===== config.mk =====
export PLATFORM = sky130hd
export DESIGN_NAME = swin_linebuf
export DESIGN_NICKNAME = d
export VERILOG_FILES = /design/src/rtl/swin_pkg.sv /design/src/rtl/swin_delay_line.sv /design/src/rtl/swin_pos_ctrl.sv /design/src/rtl/swin_linebuf.sv
export SDC_FILE = /design/constraint.sdc
export NUM_CORES = 1
export LEC_CHECK = 0
export BUFFER_PORTS_ARGS = -buffer_cell sky130_fd_sc_hd__buf_2
export CAP_MARGIN = 20
export CORE_ASPECT_RATIO = 1.75
export CORE_MARGIN = 2
export CORE_UTILIZATION = 35
export CTS_CLUSTER_DIAMETER = 30
export CTS_CLUSTER_SIZE = 28
export DETAILED_ROUTE_END_ITERATION = 8
export HOLD_SLACK_MARGIN = 0.15
export PLACE_DENSITY = 0.5
export SLEW_MARGIN = 30
export SYNTH_ARGS = -nofsm -noshare
export SYNTH_HDL_FRONTEND = slang
export SYNTH_HIERARCHICAL = 1
export SYNTH_SLANG_ARGS = --single-unit

===== constraint.sdc =====
create_clock -name clk -period 1.84 [get_ports clk]
set_input_delay 0 -clock clk [delete_from_list [all_inputs] [get_ports clk]]
set_output_delay 0 -clock clk [all_outputs]
set_load 0.005 [all_outputs]

===== src/rtl/swin_pkg.sv =====
// Package: shared helpers for the sliding window line buffer.
// Assumes K >= 2 and an image width larger than K.
package swin_pkg;

    // Number of pixel slots needed to expose a k x k window over n-wide rows.
    function automatic int fill_latency(input int k, input int n);
        return (k - 1) * n + k;
    endfunction

endpackage


===== src/rtl/swin_delay_line.sv =====
// Module: fixed-length shift register carrying the off-window part of a row.
// Assumes DEPTH >= 1; contents move only when en is high; data is not reset.
module swin_delay_line #(
    parameter int W     = 8,
    parameter int DEPTH = 5
) (
    input  logic         clk,
    input  logic         rst_n,
    input  logic         en,
    input  logic [W-1:0] din,
    output logic [W-1:0] dout
);
    logic [W-1:0] stage_q [DEPTH];

    // Shift one place toward the tail on each accepted pixel.
    always_ff @(posedge clk) begin
        if (en) begin
            stage_q[0] <= din;
            for (int i = 1; i < DEPTH; i++) begin
                stage_q[i] <= stage_q[i-1];
            end
        end
    end

    assign dout = stage_q[DEPTH-1];

    AST_DL_FREEZE: assert property (@(posedge clk) disable iff (!rst_n)
        !en |=> $stable(dout));
endmodule


===== src/rtl/swin_pos_ctrl.sv =====
// Module: tracks column and in-frame index, raises the fill flag and builds
// the edge column mask. Assumes IMG_H >= K so the fill point lies in a frame.
module swin_pos_ctrl
    import swin_pkg::*;
#(
    parameter int K     = 3,
    parameter int IMG_W = 8,
    parameter int IMG_H = 5
) (
    input  logic         clk,
    input  logic         rst_n,
    input  logic         en,
    input  logic         sof,
    output logic [K-1:0] col_mask,
    output logic         active
);
    localparam int FRAME = IMG_W * IMG_H;
    localparam int L     = fill_latency(K, IMG_W);
    localparam int COL_W = (IMG_W > 1) ? $clog2(IMG_W) : 1;
    localparam int IDX_W = (FRAME > 1) ? $clog2(FRAME) : 1;
    localparam logic [COL_W-1:0] COL_LAST  = COL_W'(IMG_W - 1);
    localparam logic [IDX_W-1:0] IDX_LAST  = IDX_W'(FRAME - 1);
    localparam logic [IDX_W-1:0] FILL_LAST = IDX_W'(L - 1);

    logic [COL_W-1:0] col_q, cur_col;
    logic [IDX_W-1:0] idx_q, cur_idx;
    logic [K-1:0]     mask_d;

    // Position of the pixel offered now; a frame strobe forces the origin.
    always_comb begin
        cur_col = sof ? '0 : col_q;
        cur_idx = sof ? '0 : idx_q;
    end

    // Column c is valid when it lies in the same image row as the newest pixel.
    always_comb begin
        for (int c = 0; c < K; c++) begin
            mask_d[c] = (int'(cur_col) + c >= K - 1);
        end
    end

    // Advance the counters and register the flag and mask on each accept.
    always_ff @(posedge clk) begin
        if (!rst_n) begin
            col_q    <= '0;
            idx_q    <= '0;
            col_mask <= '0;
            active   <= 1'b0;
        end else if (en) begin
            col_q    <= (cur_col == COL_LAST) ? '0 : cur_col + 1'b1;
            idx_q    <= (cur_idx == IDX_LAST) ? '0 : cur_idx + 1'b1;
            col_mask <= mask_d;
            active   <= (cur_idx >= FILL_LAST);
        end
    end

    AST_CTRL_FREEZE: assert property (@(posedge clk) disable iff (!rst_n)
        !en |=> ($stable(active) && $stable(col_mask)));
    AST_ACTIVE_ON_ACCEPT: assert property (@(posedge clk) disable iff (!rst_n)
        $rose(active) |-> $past(en));
    AST_NEWEST_COL_VALID: assert property (@(posedge clk) disable iff (!rst_n)
        active |-> col_mask[K-1]);
    AST_SOF_CLEARS: assert property (@(posedge clk) disable iff (!rst_n)
        (en && sof) |=> !active);
    AST_MASK_THERMO: assert property (@(posedge clk) disable iff (!rst_n)
        ((~col_mask) & ((~col_mask) + 1'b1)) == '0);
endmodule


===== src/rtl/swin_linebuf.sv =====
// Module: top of the sliding window line buffer. K x K window registers are
// chained through K-1 delay lines of IMG_W-K stages, giving (K-1)*IMG_W+K slots.
// Assumes K >= 2, IMG_W > K, IMG_H >= K. Window data is not reset; the mask
// gates it to zero until it has been loaded.
module swin_linebuf #(
    parameter int K     = 3,
    parameter int IMG_W = 8,
    parameter int IMG_H = 5,
    parameter int W     = 8
) (
    input  logic             clk,
    input  logic             rst_n,
    input  logic             en_i,
    input  logic             sof_i,
    input  logic [W-1:0]     pix_i,
    output logic [K*K*W-1:0] win_o,
    output logic [K-1:0]     col_mask_o,
    output logic             active_o
);
    localparam int DL_DEPTH = IMG_W - K;

    logic [W-1:0] win_q  [K][K];
    logic [W-1:0] dl_out [K-1];

    // One delay line per row pair: takes the oldest column of row r+1.
    for (genvar r = 0; r < K - 1; r++) begin : g_row_dl
        swin_delay_line #(.W(W), .DEPTH(DL_DEPTH)) u_dl (
            .clk  (clk),
            .rst_n(rst_n),
            .en   (en_i),
            .din  (win_q[r+1][0]),
            .dout (dl_out[r])
        );
    end

    // Slide the window left one column per accepted pixel.
    always_ff @(posedge clk) begin
        if (en_i) begin
            for (int r = 0; r < K; r++) begin
                for (int c = 0; c < K; c++) begin
                    if (c < K - 1)      win_q[r][c] <= win_q[r][c+1];
                    else if (r < K - 1) win_q[r][c] <= dl_out[r];
                    else                win_q[r][c] <= pix_i;
                end
            end
        end
    end

    swin_pos_ctrl #(.K(K), .IMG_W(IMG_W), .IMG_H(IMG_H)) u_ctrl (
        .clk     (clk),
        .rst_n   (rst_n),
        .en      (en_i),
        .sof     (sof_i),
        .col_mask(col_mask_o),
        .active  (active_o)
    );

    // Pack the window row-major and zero the columns that wrap a row.
    always_comb begin
        for (int r = 0; r < K; r++) begin
            for (int c = 0; c < K; c++) begin
                win_o[(r*K+c)*W +: W] = col_mask_o[c] ? win_q[r][c] : '0;
            end
        end
    end

    AST_NEWEST_LOADED: assert property (@(posedge clk) disable iff (!rst_n)
        en_i |=> (win_q[K-1][K-1] == $past(pix_i)));
    AST_OUT_FROZEN: assert property (@(posedge clk) disable iff (!rst_n)
        !en_i |=> $stable(win_o));
endmodule


======== Word-level counts from Yosys, hierarchy flattened ========
Memories as Yosys holds them, arrays and structs flattened.
Index checks and enable logic that the tools add are counted.
storage, ports and cells
  register bits after elaboration ......... 13
  bits in writable memories ............... 152
  memories ................................ 3
cells by class
  $add $sub $neg .......................... 4
  order comparisons ....................... 4
  equal/unequal tests ..................... 2
  muxes and demuxes ....................... 15
memories
  name                      depth  width  read ports  clocked after Yosys merged registers in  write ports  RTL line               source
  win_q                     3      24     3           0                                        3            swin_linebuf.sv:22     logic [W-1:0] win_q [K][K];
  g_row_dl[0].u_dl.stage_q  5      8      5           0                                        5            swin_delay_line.sv:13  logic [W-1:0] stage_q [DEPTH];
  g_row_dl[1].u_dl.stage_q  5      8      5           0                                        5            swin_delay_line.sv:13
operators with widths
  operator                                                                count
  8-bit two-way mux                                                       9
  32-bit by 3-bit >= comparator with 1-bit output, second input constant  2
  6-bit two-way mux                                                       2
  6-bit by 1-bit adder with 6-bit output, second input constant           1
  6-bit == test, second input constant                                    1
  6-bit by 5-bit >= comparator with 1-bit output, second input constant   1
  3-bit two-way mux                                                       2
  3-bit by 1-bit adder with 4-bit output, second input constant           1
  3-bit by 2-bit adder with 4-bit output, second input constant           1
  3-bit by 1-bit adder with 3-bit output, second input constant           1
  3-bit == test, second input constant                                    1
  3-bit by 2-bit >= comparator with 1-bit output, second input constant   1
  1-bit two-way mux                                                       2

======== Longest topological paths before layout ========
Gate-level depths: netlist of the first run.
  word-level depth ........................ 3
  mapped depth ............................ 6

======== Modules after synthesis ========
The synthesis of the first run kept the hierarchy.
modules (own cells, without submodules)
  module           times used  cells each  area each (µm²)  seq. area each (µm²)
  swin_linebuf     1           150         2695.1           2162.1
  swin_delay_line  2           48          1261.2           1201.2
  swin_pos_ctrl    1           76          673.1            260.2

======== Worst setup path after synthesis of the first run ========
OpenSTA, ideal clock, no wires.
  path type ............................... reg-to-reg
  start point ............................. register u_ctrl.idx_q[1]
  end point ............................... register u_ctrl.idx_q[4]
  library setup time ...................... 0.070 ns
  data arrival time ....................... 1.261 ns
  data required time ...................... 1.770 ns
  slack ................................... 0.509 ns
  cell stages (with the launch flop) ...... 6
  buffers on the path ..................... 0
  period minus slack after synthesis ...... 1.331 ns
  cells stage by stage .................... dfxtp_1 > nor2b_1 > ha_1 > nand3_1 > or3_1 > a21boi_1
on the way
  word-level cells in the longest chain between the ends .. 3
  elaborated cells between the ends (all ways) .. 4
  those cells by class .................... add/sub: 1; eq/ne: 1; mux: 2
ends and longest elaborated chain
  what                                                                     RTL line             source
  from (decl)                                                              swin_pos_ctrl.sv:26  logic [IDX_W-1:0] idx_q, cur_idx;
  from (signal assigned)                                                   swin_pos_ctrl.sv:51  idx_q <= (cur_idx == IDX_LAST) ? '0 : cur_idx + 1'b1;
  6-bit two-way mux *                                                      swin_pos_ctrl.sv:32  cur_idx = sof ? '0 : idx_q;
  6-bit by 1-bit adder with 6-bit output or 6-bit == test (tied branches)  swin_pos_ctrl.sv:51
  6-bit two-way mux *                                                      swin_pos_ctrl.sv:51
Every way passes the cells marked *; elsewhere a longest branch is shown, timed or not.
A chain may end at the register's enable or synchronous reset.

======== Worst setup path after layout of the first run ========
Ends and elaborated chain as after synthesis.

==> results of run 1 <==
path summary, 6_finish.rpt:
check / startpoint / to / slack [ns] / cells past startpoint
worst max-delay path: u_ctrl/idx_q[1] / u_ctrl/idx_q[4] / 0.33 / 5
worst min-delay path: pix_i[1] / win_q[2][1] / 0.29 / 2
worst max register to register: u_ctrl/idx_q[1] / u_ctrl/idx_q[4] / 0.33 / 5
worst min register to register: g_row_dl[0].u_dl/stage_q[0][20] / g_row_dl[0].u_dl/stage_q[0][28] / 0.41 / 0
cells by family after synthesis:
family,share of synthesized area (%)
compound gates,3.08
fa+ha+maj,0.637
buf+inv,3.65
flops,81.9
simple gates,10.7
state kept, by name, indices dropped and copies added, names as in the netlist:
signal and flops:
u_ctrl/idx_q 6, u_ctrl/active 1, win_q 72, g_row_dl.u_dl/stage_q 80, u_ctrl/col_mask 3, u_ctrl/col_q 3
report_power, final:
| part | switching, mW | internal, mW |
|---|---|---|
| Combinational | 0.179 | 0.136 |
| Sequential | 0.0733 | 4.33 |
| Clock | 1.60 | 1.81 |
what timing repair did:
action,4_1_cts,5_1_grt
endpoints found under the hold margin,39,0
hold buffers,11,0
setup buffers,0,0
layer usage:
metal | GRT usage (%) | vias to the layer above | wire, um
li1 | - | 1370 | -
met1 | 13.7 | 1454 | 4090
met2 | 18.8 | 99 | 4920
met3 | 3.46 | 12 | 482
met4 | 4.94 | 0 | 168
met5 | 0 | - | 0
Yosys cell counts, types with 2 or more instances:
| cell | number | area share, % |
|---|---|---|
| edfxtp_1 | 152 | 77 |
| and2_1 | 61 | 6.5 |
| buf_4 | 17 | 2.2 |
| dfxtp_1 | 13 | 4.4 |
| and2_2 | 12 | 1.5 |
| nand2_1 | 7 | 0.45 |
| buf_6 | 6 | 1.1 |
| nor2b_1 | 5 | 0.53 |
| o21ai_0 | 5 | 0.42 |
| a21oi_1 | 4 | 0.34 |
| nand2b_1 | 4 | 0.42 |
| nor2_1 | 4 | 0.25 |
| o211a_1 | 4 | 0.68 |
| a21boi_1 | 3 | 0.38 |
| ha_1 | 3 | 0.64 |
| or3_1 | 3 | 0.32 |
| a32o_1 | 2 | 0.34 |
| clkbuf_1 | 2 | 0.13 |
| nor4bb_1 | 2 | 0.34 |
stage by stage:
stage               hold WS [ns]  total power [mW]  instance area [um2]  setup slack (ns)  utilization, %
floorplan                 0.0989              4.61                 5890             0.509               -
global placement           0.179              4.78                 6480             0.452            39.4
detailed placement         0.178              4.79                 6480             0.352            39.4
CTS                        0.264              8.26                 7170             0.336            43.6
global route               0.276              8.44                 7170             0.258            43.6
finish                     0.287              8.13                 7170             0.331            43.6
area by class of cell:
cell class	instances	area, um2
tap	224	280
clock buffer	17	425
timing repair buffer	107	632
sequential	165	4820
inverter	2	7.51
fill	1512	9270
multi-input combinational	129	851
clock inverter	15	151
==> run metrics, run 1 <==
main flop type after synthesis=edfxtp_1; RSZ-0062 raised after global routing=no; clock skew=0.00875 ns; Core Box Area=16400 um2; Clock Tree Root=clkbuf_16; critical path endpoint category=register; slowest cell on the critical path=dfxtp_1; combined area of all synthesized cells=5890 um2; initial antenna violation count=0; Die Area=17900 um2; Chip Height=176 um; net count after synthesis=337; Area Overhead vs Synth=21.8%; GPL Wtd Cong=0.705; Worst Tran Pin Value=0.390 ns; CP Data Required Time=2.19 ns; Routed Wire Length=9.65 mm; Setup-failing EPs final=0; final non-filler cell total=659; async set-reset flop share out of synthesis=0%; critical path class=reg -> reg; routed len/inst=14.6 um; crit path launch type=register; Diodes inserted=0; max cap viols=0; clk sinks=165; Leak=2.81 nW; CP Max Fanout=5; largest net degree at the start of global routing=55; Slew Limit Fails=0; Worst VDD drop=0.533 mV; setup TNS=0 ns; Post-synth EDFFs=152; critical path buffer and inverter count=0; Starting Density=35.8%; most frequent cells in the layout=edfxtp_1, buf_2, and2_1; Clock Latency Late Sink=0.42 ns; Max stage delay on crit path=0.37 ns; CTS tree=built; Die Width=102 um; CTS buffer count=17; Rows=62; Cells after DPL=616; proportion of layout cells with a drive suffix above 1=32.6%; vias per cell=4.45; Post-route DRC=0; PwrDens=1130 nW/um2; vias in the first global route=2967; # IOs=88; H-Tree Depth=4; path category of the worst min-delay check=in -> reg; Detailed Routing Iterations Pass 1=4; final period utilization=82.0%; final net count=437; Slew headroom=74.0%; Synth Area per Inst=18.3 um2; Longest Clk Path Bufs=2; fmax=0.663 GHz; commonest non-fill, non-tap cell in the layout=edfxtp_1; Final ANT Viol Nets=0; sequential area share after synthesis=81.9%; grt ovf=0; post_cts resized=0; I/O Buffers=87; crit-path cells=nor2b_1 > ha_1 > nand3_1 > or3_1 > a21boi_1; first-pass GRT wire length=15.3 mm; Iter 0 DRT Violations=144; GRT Util Overall=11.4%; synthesized instance count=322; post-layout minimum cycle time=1.51 ns; Yosys cell types=32; final hold violation count=0; status=finished clean; Top Family by Delay on Critical Path=simple AND/OR/NAND/NOR gates; DP HPWL=5.75 mm; register bit count reported by yosys=165; Reg clk slew, reported paths=0.07 ns; Yosys warning count=6; Vias=2935; WP data arrival=1.86 ns
(Power assumes the default switching activity.)
==> inputs of run 2 (changes only) <==
Clock period 1.84 ns to 1.4 ns, I/O delays scaled along.
==> run 2 against run 1 <==
Against the previous run: design area rose by 1.2%; maximum frequency rose by 10%; via count rose by 0.61%; die area did not move; core utilization rose by 0.50 points; global-route usage fell by 0.11 points; total power rose by 33%.
==> run metrics, run 2 (synthesized netlist as in run 1, its figures left out) <==
status=finished clean; CP Max Fanout=3; RR Endpoint=u_ctrl/idx_q[4]; final net count=441; H-Tree Depth=4; Detailed Routing Iterations Pass 1=4; DP Area=6510 um2; Cells after DPL=618; PwrDens=1490 nW/um2; final hold violation count=0; Worst VDD drop=0.670 mV; Worst Tran Pin Value=0.293 ns; commonest non-fill, non-tap cell in the layout=edfxtp_1; hold path start=sof_i; setup TNS=0 ns; final period utilization=97.6%; Final Core Density=44.1%; proportion of layout cells with a drive suffix above 1=34.4%; cell depth of the worst flop-to-flop path=5; grt ovf=0; # IOs=88; GPL Wtd Cong=0.723; largest net degree at the start of global routing=57; largest registers=g_row_dl.u_dl/stage_q x80, win_q x72, u_ctrl/idx_q x6; Diodes inserted=0; routed len/inst=14.8 um; vias in the first global route=2987; I/O Buffers=87; CP Data Required Time=1.75 ns; path category of the worst min-delay check=in -> reg; Reg clk slew, reported paths=0.07 ns; Post-route DRC=0; Min-Delay Endpoint=u_ctrl/col_q[2]; critical path class=reg -> reg; DP HPWL=5.96 mm; Pwr Total=10.8 mW; Iter 0 DRT Violations=139; most frequent cells in the layout=edfxtp_1, buf_2, and2_1; Slew headroom=80.2%; first-pass GRT wire length=15.3 mm; Worst R2R Setup Slack=0.03 ns; fin area=7250 um2; Area Overhead vs Synth=23.2%; crit path launch type=register; Starting Density=35.8%; fillers=1520; clk sinks=165; Core Box Area=16400 um2; max cap viols=0; final non-filler cell total=663; max FFs per register=80; Die Width=102 um; vias per cell=4.45; reg2reg start=u_ctrl/idx_q[1]; Routed Wire Length=9.82 mm; clock skew=0.00767 ns; most flop-heavy register=g_row_dl.u_dl/stage_q; CTS buffer count=17; Clock Tree Root=clkbuf_16; Die Area=17900 um2; Leak=2.83 nW; Longest Clk Path Bufs=2; WP data arrival=1.72 ns; Final ANT Viol Nets=0; Setup-failing EPs final=0; GRT Util Overall=11.3%; fmax=0.732 GHz; hold-critical path depth=4; Slew Limit Fails=0; CTS tree=built; post-layout minimum cycle time=1.37 ns; Rows=62; initial antenna violation count=0; Clock Latency Late Sink=0.41 ns; critical path endpoint category=register; Vias=2953; Chip Height=176 um
## run 2: timing repair
action                     CTS  global route
setup endpoints to repair    3             1
pin swaps                    0             1
setup buffers                0             1
gates resized for setup      3             5
hold endpoints to repair    24             0
gates cloned                 0             0
hold buffers                12             0
## run 2: how the worst max path moves through the flow
stage                          startpoint              end  cells past startpoint
after detailed placement  u_ctrl/idx_q[1]  u_ctrl/idx_q[4]                      5
after global placement    u_ctrl/idx_q[1]    u_ctrl/active                      4
after global routing      u_ctrl/idx_q[1]  u_ctrl/idx_q[4]                      5
final                     u_ctrl/idx_q[1]  u_ctrl/idx_q[4]                      5
after CTS                 u_ctrl/idx_q[1]  u_ctrl/idx_q[4]                      5
after floorplan           u_ctrl/idx_q[1]  u_ctrl/idx_q[4]                      5
## run 2: critical path, stage by stage (launching register included)
cell	delay [ns]
dfxtp_2	0.35
nor2b_4	0.16
ha_2	0.19
nand3_1	0.08
or3_4	0.38
a21boi_2	0.15
## run 2: routing by layer
metal | part of all wire, % | up-vias | track usage [%]
met2 | 51 | 98 | 18.0
li1 | - | 1379 | -
met4 | 1.5 | 0 | 5.44
met1 | 43 | 1462 | 14.2
met5 | 0 | - | 0
met3 | 4.8 | 14 | 2.98
## run 2: where the power goes
part	total, mW	internal (mW)	leakage [nW]	switching (mW)
Combinational	0.430	0.190	0.955	0.241
Clock	4.57	2.53	0.283	2.04
Sequential	5.79	5.69	1.59	0.0963
Total	10.8	8.42	2.83	2.38
## run 2: final cells by class
class | count | area (um2) | area share (%)
Tap cell | 224 | 280 | 3.86
Multi-Input combinational cell | 129 | 870 | 12.0
Inverter | 2 | 7.51 | 0.103
Clock inverter | 15 | 168 | 2.31
Timing Repair Buffer | 111 | 677 | 9.33
Sequential cell | 165 | 4830 | 66.5
Clock buffer | 17 | 425 | 5.86
## run 2: stage by stage
step | setup WS (ns) | hold WS (ns)
5_1_grt | -0.0408 | 0.210
6_report | 0.0340 | 0.176
2_1_floorplan | 0.0690 | 0.0989
3_3_place_gp | 0.0633 | 0.178
4_1_cts | 0.0136 | 0.151
3_5_place_dp | -0.0866 | 0.178
